**src/rtl/intack_pkg.sv**
```systemverilog
package intack_pkg;
  typedef enum logic [1:0] {
    ACC_OTHER = 2'd0,
    ACC_ACK   = 2'd1,
    ACC_UNDEF = 2'd2,
    ACC_TPR   = 2'd3
  } acc_kind_e;

  localparam logic [1:0] SIZE_BYTE = 2'd0;
  localparam logic [31:0] ACK_OFFSET = 32'h001E_0000;
endpackage

```
**src/rtl/intack_decode.sv**
```systemverilog
module intack_decode
  import intack_pkg::*;
#(
  parameter int ADDR_W = 32,
  parameter logic [ADDR_W-1:0] BASE = 32'hFE00_0000,
  parameter logic [ADDR_W-1:0] TPR_OFS = 32'h001E_0008
) (
  input  logic [ADDR_W-1:0] addr,
  input  logic              write,
  input  logic [1:0]        size,
  output acc_kind_e         kind,
  output logic              tpr_wr
);
  localparam logic [ADDR_W-1:0] ACK_ADDR = BASE + ADDR_W'(ACK_OFFSET);
  localparam logic [ADDR_W-1:0] TPR_ADDR = BASE + TPR_OFS;

  logic hit_ack, hit_tpr, one_byte;

  always_comb begin
    hit_ack  = (addr == ACK_ADDR);
    hit_tpr  = (addr == TPR_ADDR);
    one_byte = (size == SIZE_BYTE);
    tpr_wr   = hit_tpr && write && one_byte;
    if (hit_ack)      kind = (!write && one_byte) ? ACC_ACK : ACC_UNDEF;
    else if (hit_tpr) kind = ACC_TPR;
    else              kind = ACC_OTHER;
  end
endmodule

```
**src/rtl/intack_seq.sv**
```systemverilog
module intack_seq #(
  parameter int PULSE_CLKS = 2,
  parameter int GAP_CLKS = 1
) (
  input  logic       clk,
  input  logic       rst_n,
  input  logic       start,
  input  logic       dbl,
  input  logic [7:0] ctl_vector,
  output logic       strobe,
  output logic       busy,
  output logic       done,
  output logic [7:0] vec
);
  localparam int MAXC = (PULSE_CLKS > GAP_CLKS) ? PULSE_CLKS : GAP_CLKS;
  localparam int CW = $clog2(MAXC + 1);
  localparam logic [CW-1:0] P_LAST = CW'(PULSE_CLKS - 1);
  localparam logic [CW-1:0] G_LAST = CW'(GAP_CLKS - 1);

  typedef enum logic [1:0] {S_IDLE, S_PULSE, S_GAP} seq_state_e;

  seq_state_e state;
  logic [CW-1:0] cnt;
  logic final_pulse;

  always_ff @(posedge clk) begin
    if (!rst_n) begin
      state       <= S_IDLE;
      cnt         <= '0;
      final_pulse <= 1'b0;
    end else begin
      case (state)
        S_IDLE: if (start) begin
          state       <= S_PULSE;
          cnt         <= '0;
          final_pulse <= !dbl;
        end
        S_PULSE: if (cnt == P_LAST) begin
          cnt   <= '0;
          state <= final_pulse ? S_IDLE : S_GAP;
        end else begin
          cnt <= cnt + 1'b1;
        end
        S_GAP: if (cnt == G_LAST) begin
          cnt         <= '0;
          state       <= S_PULSE;
          final_pulse <= 1'b1;
        end else begin
          cnt <= cnt + 1'b1;
        end
        default: state <= S_IDLE;
      endcase
    end
  end

  always_comb begin
    strobe = (state == S_PULSE);
    busy   = (state != S_IDLE);
    done   = strobe && final_pulse && (cnt == P_LAST);
    vec    = ctl_vector;
  end
endmodule

```
**src/rtl/intack_tpr.sv**
```systemverilog
module intack_tpr #(
  parameter int DATA_W = 8
) (
  input  logic              clk,
  input  logic              rst_n,
  input  logic              wr_en,
  input  logic [DATA_W-1:0] wr_data,
  output logic [DATA_W-1:0] value,
  output logic              update
);
  always_ff @(posedge clk) begin
    if (!rst_n) begin
      value  <= '0;
      update <= 1'b0;
    end else begin
      update <= wr_en;
      if (wr_en) value <= wr_data;
    end
  end
endmodule

```
**src/rtl/intack_bridge.sv**
```systemverilog
module intack_bridge
  import intack_pkg::*;
#(
  parameter int ADDR_W = 32,
  parameter logic [ADDR_W-1:0] BASE = 32'hFE00_0000,
  parameter logic [ADDR_W-1:0] TPR_OFS = 32'h001E_0008,
  parameter int PULSE_CLKS = 2,
  parameter int GAP_CLKS = 1
) (
  input  logic              clk,
  input  logic              rst_n,
  input  logic              req_valid,
  output logic              req_ready,
  input  logic [ADDR_W-1:0] req_addr,
  input  logic              req_write,
  input  logic [1:0]        req_size,
  input  logic [7:0]        req_wdata,
  output logic              rsp_valid,
  input  logic              rsp_ready,
  output logic [7:0]        rsp_data,
  output logic              rsp_err,
  input  logic              dbl_mode,
  output logic              ack_strobe,
  input  logic [7:0]        ctl_vector,
  output logic [7:0]        tpr_value,
  output logic              tpr_update,
  output logic              undef_flag
);
  acc_kind_e kind;
  logic tpr_wr, accept, seq_busy, seq_done;
  logic [7:0] seq_vec;

  intack_decode #(.ADDR_W(ADDR_W), .BASE(BASE), .TPR_OFS(TPR_OFS)) dec_i (
    .addr(req_addr), .write(req_write), .size(req_size),
    .kind(kind), .tpr_wr(tpr_wr)
  );

  assign req_ready = !seq_busy && !rsp_valid;
  assign accept    = req_valid && req_ready;

  intack_seq #(.PULSE_CLKS(PULSE_CLKS), .GAP_CLKS(GAP_CLKS)) seq_i (
    .clk(clk), .rst_n(rst_n),
    .start(accept && (kind == ACC_ACK)), .dbl(dbl_mode),
    .ctl_vector(ctl_vector), .strobe(ack_strobe), .busy(seq_busy),
    .done(seq_done), .vec(seq_vec)
  );

  intack_tpr #(.DATA_W(8)) tpr_i (
    .clk(clk), .rst_n(rst_n), .wr_en(accept && tpr_wr),
    .wr_data(req_wdata), .value(tpr_value), .update(tpr_update)
  );

  always_ff @(posedge clk) begin
    if (!rst_n) begin
      rsp_valid  <= 1'b0;
      rsp_data   <= '0;
      rsp_err    <= 1'b0;
      undef_flag <= 1'b0;
    end else if (seq_done) begin
      rsp_valid <= 1'b1;
      rsp_data  <= seq_vec;
      rsp_err   <= 1'b0;
    end else if (accept && (kind != ACC_ACK)) begin
      rsp_valid <= 1'b1;
      rsp_data  <= '0;
      rsp_err   <= (kind == ACC_UNDEF);
      if (kind == ACC_UNDEF) undef_flag <= 1'b1;
    end else if (rsp_valid && rsp_ready) begin
      rsp_valid <= 1'b0;
    end
  end
endmodule


```
**config.mk**
```make
export PLATFORM = sky130hd
export DESIGN_NAME = intack_bridge
export DESIGN_NICKNAME = d
export VERILOG_FILES = /design/src/rtl/intack_pkg.sv /design/src/rtl/intack_decode.sv /design/src/rtl/intack_seq.sv /design/src/rtl/intack_tpr.sv /design/src/rtl/intack_bridge.sv
export SDC_FILE = /design/constraint.sdc
export NUM_CORES = 1
export LEC_CHECK = 0
export CORE_ASPECT_RATIO = 0.8
export CORE_MARGIN = 2
export CORE_UTILIZATION = 39
export DETAILED_ROUTE_END_ITERATION = 10
export HOLD_SLACK_MARGIN = 0.02
export PLACE_DENSITY = 0.84
export SKIP_LAST_GASP = 1
export SLEW_MARGIN = 10
export SYNTH_ARGS = -nofsm -noshare
export SYNTH_HDL_FRONTEND = slang
export SYNTH_SLANG_ARGS = --single-unit
```
**constraint.sdc**
```tcl
create_clock -name clk -period 3.7 [get_ports clk]
set_input_delay 0.925 -clock clk [delete_from_list [all_inputs] [get_ports clk]]
set_output_delay 0.925 -clock clk [all_outputs]
set_load 0.05 [all_outputs]
```
==> metrics <==
status finished clean; Pint 0.000408 W; fin nets 273; # diodes 0; Congestion Overflow GR 0; Die Y 54.7 um; TritonCTS buffer count 3; post-cts resize count 0; synthesized area 1250 um2; Non-Filler Instances 249; hold buffer count at CTS 0; VDD IR max 0.237 mV; DRC 0; Syn Area/Cell 9.70 um2; CORE AREA 3090 um2; Crit. End Element primary output; initial DRC count 22; clk slew on worst S/H paths 0.08 ns; Min Hold Slack 0.479 ns; minimum clock period 2.86 ns; first-pass GRT wire length 5630 um; Crit path largest cell delay 0.82 ns; Reg-to-Reg Start seq_i.state[1]$_SDFFE_PN0P_; wire per inst 14.4 um; Post-synth EDFFs 0; leading cell types in the layout, fill and taps excluded clkdlybuf4s50_1, dfxtp_1, nor2_1, mux2i_1; max_cap viols 0; f_max 350 MHz; fill cell count 242; proportion of layout cells with a drive suffix above 1 8.13%; final instance area 2120 um2; Rows 18; fin crit share 77.2%; antenna violations before repair 0; CTS root buf clkbuf_8; Setup violations, final 0; Seq pwr share 52.1%; vias in the first global route 1302; ys async rst share 0%; Routed Antenna Nets 0; setup bufs post-CTS 0; required time of the critical path 2.77 ns; HP Class register to register; # IOs 78; router iterations before antenna repair 4; I/O Buffers 77; critical path type register to primary output; DIE AREA 3680 um2; drt total wl 3600 um; Net Switching 0.000113 W; commonest non-fill, non-tap cell in the layout clkdlybuf4s50_1; Yosys reg bits 25; Initial Utilization 40.6%; max-slew violation count 0; cell mode on critical path inv_1; Hold Startpoint rsp_data[5]$_SDFFE_PN0P_; crit path buf inv count 3; delay-heaviest family, CP buffers and inverters; largest net degree at the start of global routing 16; Post-Place Cells 245; chip width 67.3 um; critical path fanouts, max 5; # H-tree levels 1; clk_lat worst skew 0.26 ns; Routability Congestion 0.856; crit-path cells inv_1 -> ha_1 -> inv_1 -> nor2_1 -> clkdlybuf4s50_1; Critical Path AT 1.93 ns; critical path launch point type register; Total GRT Usage 20.7%; Final Hold Fails 0; Least-Margin Pin Slew 0.520 ns; CTS tree done; Leakage 0.780 nW; switching portion of total power 21.7%; vias per cell 5.12; Post-DP HPWL 2980 um; Relative slew margins 65.3%; setup TNS 0 ns; synth unique cells 36; placed cell areas 2070 um2; Worst Setup SP seq_i.state[1]$_SDFFE_PN0P_; Clock Skews 0.00329 ns; clock share of power 29.7%; combinational share of power 18.2%; CP max-delay cell clkdlybuf4s50_1; RSZ-0062 raised after global routing no; Bufs on Longest Clock Path 2; share of the yosys chip area belonging to registers 40.0%; PwrDens 246 nW/um2; via count 1275; synthesis warning total 0; main flop type after synthesis dfxtp_1; Post-Syn Nets 192; area grow syn2layout 69.2%; Sink Count 25; synthesized netlist cell count 129
worst paths after layout:
kind                            slack (ns)                          end  cells after the start
worst max-delay path                  0.84                    req_ready                      5
worst min register to register        0.48     rsp_data[5]$_SDFFE_PN0P_                      1
worst max register to register        1.87  seq_i.state[1]$_SDFFE_PN0P_                      7
worst min-delay path                  0.48     rsp_data[5]$_SDFFE_PN0P_                      1
cell type report:
class / count / area (um2) / area share, %
Timing Repair Buffer: 78 / 778 / 36.8
Sequential cell: 25 / 500 / 23.6
Multi-Input combinational cell: 94 / 712 / 33.6
Inverter: 8 / 30.0 / 1.42
Clock buffer: 3 / 41.3 / 1.95
Clock inverter: 1 / 5.00 / 0.236
Tap cell: 40 / 50.0 / 2.36
kinds of logic after synthesis:
logic type,after synthesis,synth area share [%]
AO/OA/AOI/OAI,26,15.5
buffers and inverters,10,3.10
adder cells (fa/ha/maj),7,7.00
multiplexers,9,7.20
AND/OR/NAND/NOR,52,27.2
flip-flops,25,40.0
synth_stat cells (2+ instances only):
library cell,instances,area share (%)
dfxtp_1,25,40
nand2_1,7,2.1
a22o_1,8,5.6
o21ai_0,3,1.2
nand4_2,2,2.0
ha_1,7,7.0
nor4_2,2,2.0
o22ai_1,2,1.0
nand3_1,2,0.80
o21a_1,2,1.2
mux2i_1,9,7.2
nor3_1,5,2.0
nand2b_1,2,1.0
and2_1,2,1.0
and4bb_2,3,3.0
a21oi_1,3,1.2
inv_1,8,2.4
nand3b_1,2,1.2
nor2_1,18,5.4
worst register-to-register path, cell delays in order (launching register included):
cell     delay, ns
dfxtp_1       0.34
inv_1         0.09
ha_1          0.23
and3b_1       0.23
nand3_1       0.13
nor4_4        0.25
o21ai_0       0.19
a31o_2        0.27
registers in the layout (all words and copies together), names as in the netlist:
register and cells:
rsp_data 8, rsp_err 1, rsp_valid 1, seq_i.cnt 2
seq_i.final_pulse 1, seq_i.state 2, tpr_i.update 1, tpr_i.value 8
undef_flag 1
per-stage QoR:
| step | setup WS, ns | util (%) | total power (W) |
|---|---|---|---|
| 2_1_floorplan | 1.46 | - | 0.000303 |
| 3_3_place_gp | 0.919 | 67.1 | 0.000371 |
| 3_5_place_dp | 0.864 | 67.1 | 0.000372 |
| 4_1_cts | 0.824 | 68.6 | 0.000527 |
| 5_1_grt | 0.729 | 68.6 | 0.000545 |
| 6_report | 0.844 | 68.6 | 0.000521 |
routing by layer:
metal	routed length, um	track usage, %	vias up
met3	270	5.56	8
met2	1710	38.8	56
met4	60	8.84	0
li1	-	-	630
met1	1550	22.2	581
met5	0	0	-
power by group through the flow:
stage / logic (W) / registers, W / clock network [W]
2_1_floorplan: 0.0000205 / 0.000283 / 0
3_3_place_gp: 0.0000931 / 0.000278 / 0
3_5_place_dp: 0.0000945 / 0.000278 / 0
4_1_cts: 0.0000954 / 0.000271 / 0.000160
5_1_grt: 0.000101 / 0.000272 / 0.000172
6_report: 0.0000949 / 0.000271 / 0.000155
Note: power is estimated with default switching activity, not from simulation.
